$ cat src/rtl/irqstk_pkg.sv
package irqstk_pkg;

  localparam int STAT_W = 8;

  localparam int POS_FIFO_EMPTY = 7;
  localparam int POS_PARITY     = 6;
  localparam int POS_BUS_FAULT  = 5;
  localparam int POS_ABORT      = 4;
  localparam int POS_STEP       = 3;
  localparam int POS_SCRIPT     = 2;
  localparam int POS_RESERVED   = 1;
  localparam int POS_ILLEGAL    = 0;

  // positions that carry a stackable interrupt
  function automatic logic [STAT_W-1:0] int_bits();
    logic [STAT_W-1:0] m;
    m = '0;
    m[POS_PARITY]    = 1'b1;
    m[POS_BUS_FAULT] = 1'b1;
    m[POS_ABORT]     = 1'b1;
    m[POS_STEP]      = 1'b1;
    m[POS_SCRIPT]    = 1'b1;
    m[POS_ILLEGAL]   = 1'b1;
    return m;
  endfunction

  // software view: interrupt bits plus live FIFO level, reserved forced low
  function automatic logic [STAT_W-1:0] read_view(input logic [STAT_W-1:0] vis,
                                                  input logic fifo_empty);
    logic [STAT_W-1:0] v;
    v = vis & int_bits();
    v[POS_FIFO_EMPTY] = fifo_empty;
    return v;
  endfunction

endpackage

$ cat src/rtl/irqstk_settle_timer.sv
module irqstk_settle_timer #(
  parameter int SETTLE = 8
) (
  input  logic clk,
  input  logic rst_n,
  input  logic rd_i,
  output logic hold_o,
  output logic reload_o
);
  localparam int CW = $clog2(SETTLE + 1);
  localparam logic [CW-1:0] START = CW'(SETTLE);

  logic [CW-1:0] cnt_q;

  always_ff @(posedge clk or negedge rst_n) begin
    if (!rst_n)              cnt_q <= '0;
    else if (rd_i)           cnt_q <= START;
    else if (cnt_q != '0)    cnt_q <= cnt_q - 1'b1;
  end

  assign hold_o   = (cnt_q > CW'(1));
  assign reload_o = (cnt_q == CW'(1)) && !rd_i;


  settle_start_chk: assert property (@(posedge clk) disable iff (!rst_n)
    rd_i |=> (cnt_q == START));


  settle_bound_chk: assert property (@(posedge clk) disable iff (!rst_n)
    (cnt_q != '0) && !rd_i |=> (cnt_q == $past(cnt_q) - 1'b1));

endmodule

$ cat src/rtl/irqstk_cell.sv
module irqstk_cell (
  input  logic clk,
  input  logic rst_n,
  input  logic rd_i,
  input  logic evt_i,
  input  logic hold_i,
  input  logic reload_i,
  output logic vis_o,
  output logic stk_o
);
  logic vis_q, stk_q;
  logic base_vis, base_stk;
  logic evt_direct;   // event lands in the visible bit
  logic evt_stacked;  // event lands in the stack
  logic open_w;

  assign open_w      = !rd_i && !hold_i;
  assign base_vis    = rd_i ? 1'b0 : (vis_q | (reload_i & stk_q));
  assign base_stk    = reload_i ? 1'b0 : stk_q;
  assign evt_direct  = evt_i && open_w && !base_vis;
  assign evt_stacked = evt_i && !evt_direct;

  always_ff @(posedge clk or negedge rst_n) begin
    if (!rst_n) begin
      vis_q <= 1'b0;
      stk_q <= 1'b0;
    end else begin
      vis_q <= base_vis | evt_direct;
      stk_q <= base_stk | evt_stacked;
    end
  end

  assign vis_o = vis_q;
  assign stk_o = stk_q;


  cell_rd_clear_chk: assert property (@(posedge clk) disable iff (!rst_n)
    rd_i |=> !vis_q);


  cell_evt_kept_chk: assert property (@(posedge clk) disable iff (!rst_n)
    evt_i |=> (vis_q || stk_q));


  cell_merge_chk: assert property (@(posedge clk) disable iff (!rst_n)
    (vis_q && evt_i && !rd_i) |=> (vis_q && stk_q));


  cell_reload_chk: assert property (@(posedge clk) disable iff (!rst_n)
    (reload_i && stk_q) |=> vis_q);

endmodule

$ cat src/rtl/irqstk_summary.sv
module irqstk_summary
  import irqstk_pkg::*;
(
  input  logic              clk,
  input  logic              rst_n,
  input  logic              mask_wr_i,
  input  logic [STAT_W-1:0] mask_wdata_i,
  input  logic [STAT_W-1:0] vis_i,
  output logic              irq_o,
  output logic              pend_o
);
  logic [STAT_W-1:0] mask_q;
  logic [STAT_W-1:0] live_int;

  always_ff @(posedge clk or negedge rst_n) begin
    if (!rst_n)         mask_q <= '0;
    else if (mask_wr_i) mask_q <= mask_wdata_i;
  end

  assign live_int = vis_i & int_bits();
  assign irq_o    = |(live_int & mask_q);
  assign pend_o   = |live_int;


  mask_off_chk: assert property (@(posedge clk) disable iff (!rst_n)
    (mask_wr_i && (mask_wdata_i == '0)) |=> !irq_o);


  irq_needs_pend_chk: assert property (@(posedge clk) disable iff (!rst_n)
    irq_o |-> pend_o);

endmodule

$ cat src/rtl/dma_irq_stack.sv
module dma_irq_stack
  import irqstk_pkg::*;
#(
  parameter int SETTLE = 8
) (
  input  logic       clk,
  input  logic       rst_n,
  input  logic [7:0] evt_i,
  input  logic       fifo_empty_i,
  input  logic       rd_i,
  input  logic       mask_wr_i,
  input  logic [7:0] mask_wdata_i,
  output logic [7:0] rdata_o,
  output logic       irq_o,
  output logic       dma_pend_o
);
  localparam logic [STAT_W-1:0] INT_M = int_bits();

  logic hold_w, reload_w;
  logic [STAT_W-1:0] vis_w, stk_w;
  logic unused_evt;

  assign unused_evt = ^(evt_i & ~INT_M) ^ ^stk_w;

  irqstk_settle_timer #(.SETTLE(SETTLE)) u_timer (
    .clk      (clk),
    .rst_n    (rst_n),
    .rd_i     (rd_i),
    .hold_o   (hold_w),
    .reload_o (reload_w)
  );

  for (genvar b = 0; b < STAT_W; b++) begin : g_bit
    if (INT_M[b]) begin : g_int
      irqstk_cell u_cell (
        .clk      (clk),
        .rst_n    (rst_n),
        .rd_i     (rd_i),
        .evt_i    (evt_i[b]),
        .hold_i   (hold_w),
        .reload_i (reload_w),
        .vis_o    (vis_w[b]),
        .stk_o    (stk_w[b])
      );
    end else begin : g_none
      assign vis_w[b] = 1'b0;
      assign stk_w[b] = 1'b0;
    end
  end

  irqstk_summary u_sum (
    .clk          (clk),
    .rst_n        (rst_n),
    .mask_wr_i    (mask_wr_i),
    .mask_wdata_i (mask_wdata_i),
    .vis_i        (vis_w),
    .irq_o        (irq_o),
    .pend_o       (dma_pend_o)
  );

  assign rdata_o = read_view(vis_w, fifo_empty_i);


  top_rd_clear_chk: assert property (@(posedge clk) disable iff (!rst_n)
    rd_i |=> ((rdata_o & INT_M) == '0));


  pend_drop_chk: assert property (@(posedge clk) disable iff (!rst_n)
    rd_i |=> !dma_pend_o);


  reserved_low_chk: assert property (@(posedge clk) disable iff (!rst_n)
    !rdata_o[POS_RESERVED]);


  fifo_live_chk: assert property (@(posedge clk) disable iff (!rst_n)
    (rdata_o[POS_FIFO_EMPTY] == fifo_empty_i));

endmodule

$ cat config.mk
export PLATFORM = sky130hd
export DESIGN_NAME = dma_irq_stack
export DESIGN_NICKNAME = d
export VERILOG_FILES = /design/src/rtl/irqstk_pkg.sv /design/src/rtl/irqstk_settle_timer.sv /design/src/rtl/irqstk_cell.sv /design/src/rtl/irqstk_summary.sv /design/src/rtl/dma_irq_stack.sv
export SDC_FILE = /design/constraint.sdc
export NUM_CORES = 1
export LEC_CHECK = 0
export ABC_AREA = 1
export BUFFER_PORTS_ARGS = -buffer_cell sky130_fd_sc_hd__buf_2
export CORE_UTILIZATION = 35
export DETAILED_ROUTE_END_ITERATION = 10
export PLACE_DENSITY_LB_ADDON = 0.1
export RECOVER_POWER = 25
export REMOVE_ABC_BUFFERS = 1
export SKIP_CTS_REPAIR_TIMING = 1
export SYNTH_ARGS = -nofsm -noshare
export SYNTH_HDL_FRONTEND = slang
export SYNTH_HIERARCHICAL = 1
export SYNTH_SLANG_ARGS = --single-unit
$ cat constraint.sdc
create_clock -name clk -period 1.8 [get_ports clk]
set_clock_uncertainty 0.15 [all_clocks]
set_input_delay 0.09 -clock clk [delete_from_list [all_inputs] [get_ports clk]]
set_output_delay 0.09 -clock clk [all_outputs]
set_load 0.005 [all_outputs]
==> results_dict.tcl, run 1 <==
set metrics [dict create \
    die_x_um 59.2 \
    cp.required_ns 1.83 \
    cts.sinks 22 \
    yosysSeqAreaShare_pct 48.1 \
    worstSkewPairLatency_ns 0.32 \
    slowest_stage "dfrtp_1" \
    power_density_mw_per_mm2 1090 \
    hold_end "rdata_o[7]" \
    hold_path_depth 0 \
    synth_area_leaders "dfrtp_1 (48%), nand2_1 (17%), inv_1 (7.5%)" \
    critical_path_peak_fanout 5 \
    reg2reg_depth 7 \
    path_clk_slew_ns 0.11 \
    h-tree-depth 1 \
    syn_avg_cell_area_um2 7.53 \
    drt-initial-drc-count 53 \
    end_kind "flip-flop" \
    synth-seq-cells 22 \
    max_stage_delay_ns 0.43 \
    grt_usage_pct 14.8 \
    grt_first_pass_wirelength_um 3860 \
    status "complete, no violations" \
    rows 20 \
    period_share_pct 91.3 \
    crit_top_cell "o21ai_0" \
    min_period_ns 1.64 \
    port_buffers 23 \
    fin_cells 244 \
    mappedNetlistArea_mm2 0.00114 \
    min_from "fifo_empty_i" \
    first_pass_iters 4 \
    setup_viol 0 \
    tightest_slew_ns 1.23 \
    worstReg2RegEnd "g_bit[6].g_int.u_cell/vis_o" \
    wl_per_cell_um 10.4 \
    tritoncts "yes" \
    ir_worst_vdd_mv 0.640 \
    gp_congestion 0.681 \
    drv_slew 0 \
    drc 0 \
    hpwl_um 1730 \
    ys_types 18 \
    root_buffer "clkbuf_4" \
    antenna_found_initial 0 \
    critPathTopFamily "flip-flops" \
    core-area_mm2 0.00308 \
    wirelength_um 2530 \
    r2r_slack_ns 0.16 \
    max_freq_ghz 0.609 \
    final_common_cell "nand2_1" \
    numCtsBuffers 3 \
    arrival_ns 1.68 \
    path_buf_inv 2 \
    dp_cells 220 \
    power_uw 1720 \
    critical_path_class "reg -> reg" \
    p_leak_uw 0.000754 \
    syn_inst 152 \
    die_h_um 59.2 \
    synth.largest_area_cell "dfrtp_1" \
    via_per_inst 4.51 \
    grt_max_degree 23 \
    drv_cap 0 \
    worstPathCellList "inv_1 -> ha_1 -> o21ai_0 -> buf_4 -> nor2_2 -> nand2_1 -> o21ai_0" \
    synth.yosys.warnings 6 \
    synth_top_area_share_pct 48.1 \
    final_cell_mix "nand2_1 (52), inv_1 (23), dfrtp_1 (22), buf_2 (22), dlygate4sd3_1 (20)" \
    io_pins 31 \
    finalHoldViolCount 0 \
    drive_gt1_share_pct 20.0 \
    r2r-start "u_timer/cnt_q[0]" \
    clk_path_buf_depth 2 \
    grt_pass1_vias 931 \
    vias 1100 \
    die_area_mm2 0.00350 \
    start_util_pct 37.2 \
    start_kind "flip-flop" \
    areaGrowthSynthToFinish_pct 37.2 \
    ant_nets 0 \
    grt-ovfl-total 0 \
    maxSlewHeadroom_pct 17.8 \
    rsz0062_at_grt "no" \
    n_antenna_cell 0 \
    hold_class "in -> out" \
    num-nets-final 224 \
]
[logic make-up after synthesis]
kind of cell | share of synthesized area (%)
AO/OA/AOI/OAI | 9.94
AND/OR/NAND/NOR | 28.9
buffers and inverters | 9.84
adder cells (fa/ha/maj) | 2.19
flip-flops | 48.1
other | 0.328
XOR/XNOR | 0.765
[where the power goes]
group	leakage, uW	internal, uW	total [uW]	switching, uW
combinational	0.000469	293	612	320
clock	0.0000279	225	382	156
sequential	0.000257	600	724	124
[metrics by stage]
step	hold slack [ns]	instance area (um^2)	setup WS (ns)	utilization [%]	TNS, ns
6_report	0.0300	1570	0.157	51.0	0
5_1_grt	0.0300	1570	0.0309	51.0	0
4_1_cts	-0.416	1370	0.132	44.6	0
3_5_place_dp	-0.0515	1320	0.150	42.8	0
3_3_place_gp	-0.0552	1320	0.188	42.8	0
2_1_floorplan	-0.356	1120	-0.0178	-	-0.107
[synth_stat cells]
cell / count
nand2_1: 52
inv_1: 23
dfrtp_1: 22
nor2_1: 9
o21ai_0: 9
a21oi_1: 7
nand3_1: 7
nor2_2: 7
o21ai_1: 5
buf_4: 2
ha_1: 2
buf_6: 1
conb_1: 1
nand2_2: 1
nor2_4: 1
nor3_1: 1
o21ai_2: 1
xnor2_1: 1
[state kept, by name, indices dropped and copies added, names as in the netlist]
signal / cells
g_bit.g_int.u_cell/stk_o: 6
g_bit.g_int.u_cell/vis_o: 6
u_sum/mask_q: 6
u_timer/cnt_q: 4
[worst max-delay path by stage]
stage                     start                     endpoint  slack (ns)  cells past startpoint
2_1_floorplan  u_timer/cnt_q[0]  g_bit[0].g_int.u_cell/vis_o       -0.02                      6
4_1_cts        u_timer/cnt_q[0]  g_bit[6].g_int.u_cell/vis_o        0.13                      7
5_1_grt        u_timer/cnt_q[0]  g_bit[6].g_int.u_cell/vis_o        0.03                      7
3_3_place_gp   u_timer/cnt_q[0]  g_bit[3].g_int.u_cell/vis_o        0.19                      7
3_5_place_dp   u_timer/cnt_q[0]  g_bit[5].g_int.u_cell/vis_o        0.15                      7
6_report       u_timer/cnt_q[0]  g_bit[6].g_int.u_cell/vis_o        0.16                      7
[cell type report]
type                            instances  area [um^2]
Fill cell                             318         1510
Inverter                               23         86.3
Clock buffer                            3         22.5
Sequential cell                        22          551
Timing Repair Buffer                   47          344
Clock inverter                          1         30.0
Tap cell                               44         55.1
Multi-Input combinational cell        104          482
[metal layers]
layer	track usage (%)	routed length, um
met5	0	0
met4	4.08	19
met3	4.80	111
met2	26.6	1210
met1	16.7	1190
No activity file was read; power rests on OpenSTA's default activity.
==> run 2, diff against run 1 <==
- TNS_END_PERCENT: default -> 50
- clock period: 1.8 -> 1.4 ns (I/O delays scaled with it)
==> run 2 against run 1 <==
  * The run now ends with hold timing, setup timing left
  * Critical path depth grew 2
  * Wire length grew 16%
  * Cell count grew 2.5%
  * Non-clock buffer count grew 7
  * Worst setup slack lost 0.22 ns
  * Core utilization grew 5.2 points
  * Total power grew 36%
  * Register-to-register slack lost 0.22 ns
  * Clock power shrank 26%
  * Via count grew 4.9%
  * Count of clock-buffer cells in the layout is the same
  * Critical path type unchanged
  * Highest routed layer unchanged
==> results_dict.tcl, run 2 (same netlist as run 1, synthesis figures left out) <==
set metrics [dict create \
    drc 0 \
    n_antenna_cell 0 \
    fin_ws_ns -0.0594 \
    wl_met2_um 1540 \
    io_pins 31 \
    max_freq_ghz 0.685 \
    wl_met1_um 1280 \
    slowest_stage "dfrtp_1" \
    setup_viol 13 \
    r2r-start "u_timer/cnt_q[1]" \
    numCtsBuffers 3 \
    p_leak_uw 0.000792 \
    final_common_cell "nand2_1" \
    path_clk_slew_ns 0.12 \
    period_share_pct 104 \
    power_uw 2340 \
    areaGrowthSynthToFinish_pct 51.3 \
    worstSkewPairLatency_ns 0.30 \
    power_density_mw_per_mm2 1350 \
    hold_end "g_bit[0].g_int.u_cell/stk_o" \
    dr_wl_met3_um 63 \
    grt-ovfl-total 0 \
    worstReg2RegEnd "g_bit[0].g_int.u_cell/stk_o" \
    grt_pass1_vias 1016 \
    die_x_um 59.2 \
    antenna_found_initial 0 \
    critPathTopFamily "simple AND/OR/NAND/NOR gates" \
    arrival_ns 1.56 \
    power_frac_clock_pct 12.1 \
    cts.sinks 22 \
    ir_worst_vdd_mv 0.637 \
    drt-initial-drc-count 58 \
    whs_ns -0.138 \
    grt_first_pass_wirelength_um 4270 \
    rows 20 \
    wl_per_cell_um 11.8 \
    critical_path_peak_fanout 6 \
    via_per_inst 4.62 \
    hpwl_um 1880 \
    combPwrFrac_pct 47.5 \
    wirelength_um 2950 \
    port_buffers 23 \
    die_area_mm2 0.00350 \
    status "complete, but fails checks" \
    vias 1154 \
    critical_path_class "reg -> reg" \
    end_kind "flip-flop" \
    grt_max_degree 23 \
    first_pass_iters 4 \
    finalHoldViolCount 2 \
    clk_path_buf_depth 2 \
    min_period_ns 1.46 \
    die_h_um 59.2 \
    num-nets-final 231 \
    h-tree-depth 1 \
    sw_frac_of_total_pct 39.0 \
    p_int_uw 1430 \
    worstPathCellList "inv_2 -> ha_4 -> nand2_2 -> nor2_4 -> buf_6 -> nand2_2 -> nand3_2 -> nand2_1 -> nand2_1" \
    power.switching_uw 912 \
    ant_nets 0 \
    hold_path_depth 3 \
    top_layer_used "met4" \
    path_buf_inv 2 \
    start_kind "flip-flop" \
    final_cell_mix "nand2_1 (44), buf_2 (22), inv_1 (21)" \
    seqPwrFrac_pct 40.4 \
    root_buffer "clkbuf_4" \
    rsz0062_at_grt "yes" \
    drive_gt1_share_pct 33.0 \
    core-area_mm2 0.00308 \
    min_from "evt_i[0]" \
    violations "hold timing, setup timing" \
    max_stage_delay_ns 0.40 \
    pre_cts_slack_ns -0.147 \
    gp_congestion 0.765 \
    cp.required_ns 1.50 \
    reg2reg_depth 9 \
    tritoncts "yes" \
    drv_slew 0 \
    r2r_slack_ns -0.06 \
    tightest_slew_ns 0.569 \
    start_util_pct 37.2 \
    maxSlewHeadroom_pct 62.1 \
    grt_usage_pct 16.6 \
    drv_cap 0 \
    hold_class "in -> reg" \
]
==> run 2: changes by cell type in the layout (fill, tap and decap cells not counted), sizes merged <==
cell,delta
buf,+7
bufinv,-1
==> run 2: power by group through the flow <==
stage          clock, uW  combinational [uW]  sequential, uW
4_1_cts              304                 859             926
6_report             283                1110             944
3_5_place_dp           0                 857             939
5_1_grt              322                1260             965
3_3_place_gp           0                 831             928
2_1_floorplan          0                 475             910
==> run 2: worst max path at each step <==
stage                     startpoint                          end  slack (ns)  cells past startpoint
detailed placement  u_timer/cnt_q[0]  g_bit[0].g_int.u_cell/vis_o       -0.15                      7
CTS                 u_timer/cnt_q[0]  g_bit[0].g_int.u_cell/vis_o       -0.18                      7
global route        u_timer/cnt_q[1]  g_bit[0].g_int.u_cell/stk_o       -0.13                      9
global placement    u_timer/cnt_q[0]  g_bit[0].g_int.u_cell/vis_o       -0.08                      7
floorplan           u_timer/cnt_q[0]  g_bit[0].g_int.u_cell/vis_o       -0.42                      6
finish              u_timer/cnt_q[1]  g_bit[0].g_int.u_cell/stk_o       -0.06                      9
==> run 2: area by class of cell <==
class	instances	area, um^2
Inverter	23	86.3
Clock buffer	3	22.5
Fill cell	303	1350
Multi-Input combinational cell	104	598
Tap cell	44	55.1
Timing Repair Buffer	54	417
Sequential cell	22	553
==> run 2: per-stage QoR <==
stage / util (%) / TNS (ns) / cells / area (um^2)
2_1_floorplan: - / -4.90 / 149 / 1120
3_3_place_gp: 44.3 / -0.703 / 226 / 1360
3_5_place_dp: 44.3 / -1.27 / 226 / 1360
4_1_cts: 45.0 / -1.75 / 229 / 1390
5_1_grt: 56.3 / -1.47 / 250 / 1730
6_report: 56.3 / -0.509 / 250 / 1730
==> run 2: worst min-delay path: stages <==
cell and delay, ns:
buf_2 0.10, nand2_1 0.06, nand2_1 0.05
==> run 2: metal layers <==
| metal | up-vias | GRT usage (%) |
|---|---|---|
| met2 | 22 | 28.6 |
| li1 | 577 | - |
| met5 | - | 0 |
| met3 | 6 | 3.06 |
| met1 | 549 | 19.4 |
| met4 | 0 | 8.84 |
==> run 3, diff against run 2 <==
- BUFFER_PORTS_ARGS: -buffer_cell sky130_fd_sc_hd__buf_2 -> -buffer_cell sky130_fd_sc_hd__buf_4
- SLEW_MARGIN: default -> 25
==> run 3 against run 2 <==
  * The flow still finishes with violations (hold timing, setup timing)
  * Combinational power grew 5%
  * Via count rose by 0.87%
  * Sequential share of layout area down 0.82 points
  * Flip-flop and latch count unchanged
  * Register-to-register slack hardly changed
  * Non-clock buffer count is 1 higher
  * Core utilization up 1.9 points
  * Cell count grew 0.80%
  * Critical path depth shrank 1
  * First-iteration DRC count fell by 40%
  * Fmax shrank 0.43%
  * Highest routed layer unchanged
==> results_dict.tcl, run 3 (same netlist as run 1, synthesis figures left out) <==
set metrics [dict create \
    dp_cells 225 \
    maxSlewHeadroom_pct 61.6 \
    status "complete, but fails checks" \
    arrival_ns 1.57 \
    seqPwrFrac_pct 38.5 \
    vias 1164 \
    finalHoldViolCount 2 \
    worstSkewPairLatency_ns 0.31 \
    slowest_stage "dfrtp_1" \
    hpwl_um 1830 \
    critPathTopFamily "simple AND/OR/NAND/NOR gates" \
    core-area_mm2 0.00308 \
    ir_worst_vdd_mv 0.729 \
    whs_ns -0.00258 \
    n_antenna_cell 0 \
    drt-initial-drc-count 35 \
    reg2reg_depth 8 \
    grt_pass1_vias 1020 \
    period_share_pct 105 \
    grt-ovfl-total 0 \
    final_cell_mix "nand2_1 (48), buf_4 (30), inv_1 (21), dlygate4sd3_1 (21), dfrtp_1 (17)" \
    hold_class "in -> reg" \
    final_common_cell "nand2_1" \
    wl_per_cell_um 11.5 \
    die_area_mm2 0.00350 \
    port_buffers 23 \
    tritoncts "yes" \
    first_pass_iters 4 \
    die_x_um 59.2 \
    fillCellCount 292 \
    regArea_um2 557 \
    path_buf_inv 1 \
    power_density_mw_per_mm2 1380 \
    power.switching_uw 918 \
    ant_nets 0 \
    startpoint "u_timer/cnt_q[2]" \
    fin_ws_ns -0.0658 \
    die_h_um 59.2 \
    max_stage_delay_ns 0.46 \
    num-nets-final 232 \
    critical_path_peak_fanout 6 \
    grt_usage_pct 16.1 \
    drc 0 \
    violations "hold timing, setup timing" \
    p_int_uw 1550 \
    path_clk_slew_ns 0.13 \
    clk_path_buf_depth 2 \
    gp_congestion 0.732 \
    numCtsBuffers 3 \
    critical_path_class "reg -> reg" \
    root_buffer "clkbuf_4" \
    rsz0062_at_grt "yes" \
    crit_path_end "g_bit[5].g_int.u_cell/stk_o" \
    rows 20 \
    io_pins 31 \
    antenna_found_initial 0 \
    worstPathCellList "nor2_4 -> nand2_4 -> nor2_4 -> buf_6 -> nand2_2 -> nand3_2 -> nand2_1 -> nand2_1" \
    drv_slew 0 \
    r2r-start "u_timer/cnt_q[2]" \
    start_kind "flip-flop" \
    drv_cap 0 \
    areaGrowthSynthToFinish_pct 56.3 \
    min_period_ns 1.47 \
    cp.depth 8 \
    grt_first_pass_wirelength_um 4220 \
    sw_frac_of_total_pct 37.2 \
    combPwrFrac_pct 47.0 \
    end_kind "flip-flop" \
    drive_gt1_share_pct 32.7 \
    max_freq_ghz 0.682 \
    power_frac_clock_pct 14.4 \
    wirelength_um 2890 \
    r2r_slack_ns -0.07 \
    fin_cells 252 \
    tightest_slew_ns 0.575 \
    cp.required_ns 1.50 \
    p_leak_uw 0.000817 \
    setup_viol 9 \
    start_util_pct 37.2 \
    via_per_inst 4.62 \
    grt_max_degree 23 \
    multi_input_area_um2 581 \
    setup_tns_ns -0.306 \
    cts.sinks 22 \
    worstReg2RegEnd "g_bit[5].g_int.u_cell/stk_o" \
    h-tree-depth 1 \
]
[run 3: cell type report]
cell class | count | share of cell area (%)
inverters | 23 | 4.83
well taps | 44 | 3.08
clock buffers | 4 | 2.03
repair buffers | 55 | 26.5
flip-flops and latches | 22 | 31.1
multi-input cells | 104 | 32.4
[run 3: worst register-to-register path: cells and delay by family, from the launching register on]
| kind | cells | cell delay (ns) |
|---|---|---|
| buffers and inverters | 1 | 0.15 |
| flip-flops | 1 | 0.46 |
| AND/OR/NAND/NOR | 7 | 0.65 |
[run 3: per-stage QoR]
step	instance area [um^2]	total power, uW	utilization, %	setup WS [ns]	hold WS, ns
after floorplan	1120	1390	-	-0.418	-0.376
after global placement	1410	1830	45.9	-0.0933	-0.171
after detailed placement	1410	1860	45.9	-0.149	-0.169
after CTS	1450	2230	47.1	-0.172	-0.526
after global routing	1790	2680	58.1	-0.130	0.0131
final	1790	2470	58.1	-0.0658	-0.00258
[run 3: power by group through the flow]
stage	combinational, uW	sequential, uW	clock (uW)
final	1160	952	356
after global routing	1310	974	395
after CTS	924	928	377
after detailed placement	921	938	0
after global placement	895	931	0
after floorplan	475	910	0
[run 3: how the worst min path moves through the flow]
stage | startpoint | end | slack, ns | cells after the start
2_1_floorplan | rst_n | g_bit[0].g_int.u_cell/stk_o | -0.38 | 0
3_3_place_gp | rst_n | g_bit[2].g_int.u_cell/vis_o | -0.17 | 1
3_5_place_dp | rst_n | g_bit[2].g_int.u_cell/vis_o | -0.17 | 1
4_1_cts | rst_n | g_bit[2].g_int.u_cell/vis_o | -0.53 | 1
5_1_grt | rd_i | g_bit[6].g_int.u_cell/vis_o | 0.01 | 2
6_report | rd_i | g_bit[6].g_int.u_cell/vis_o | -0.003 | 2
[run 3: metal layers]
layer	GRT usage (%)	part of all wire (%)	vias to the layer above
li1	-	-	581
met1	18.0	44	554
met3	3.93	3.8	2
met5	0	0	-
met4	4.08	0.66	0
met2	30.2	52	27
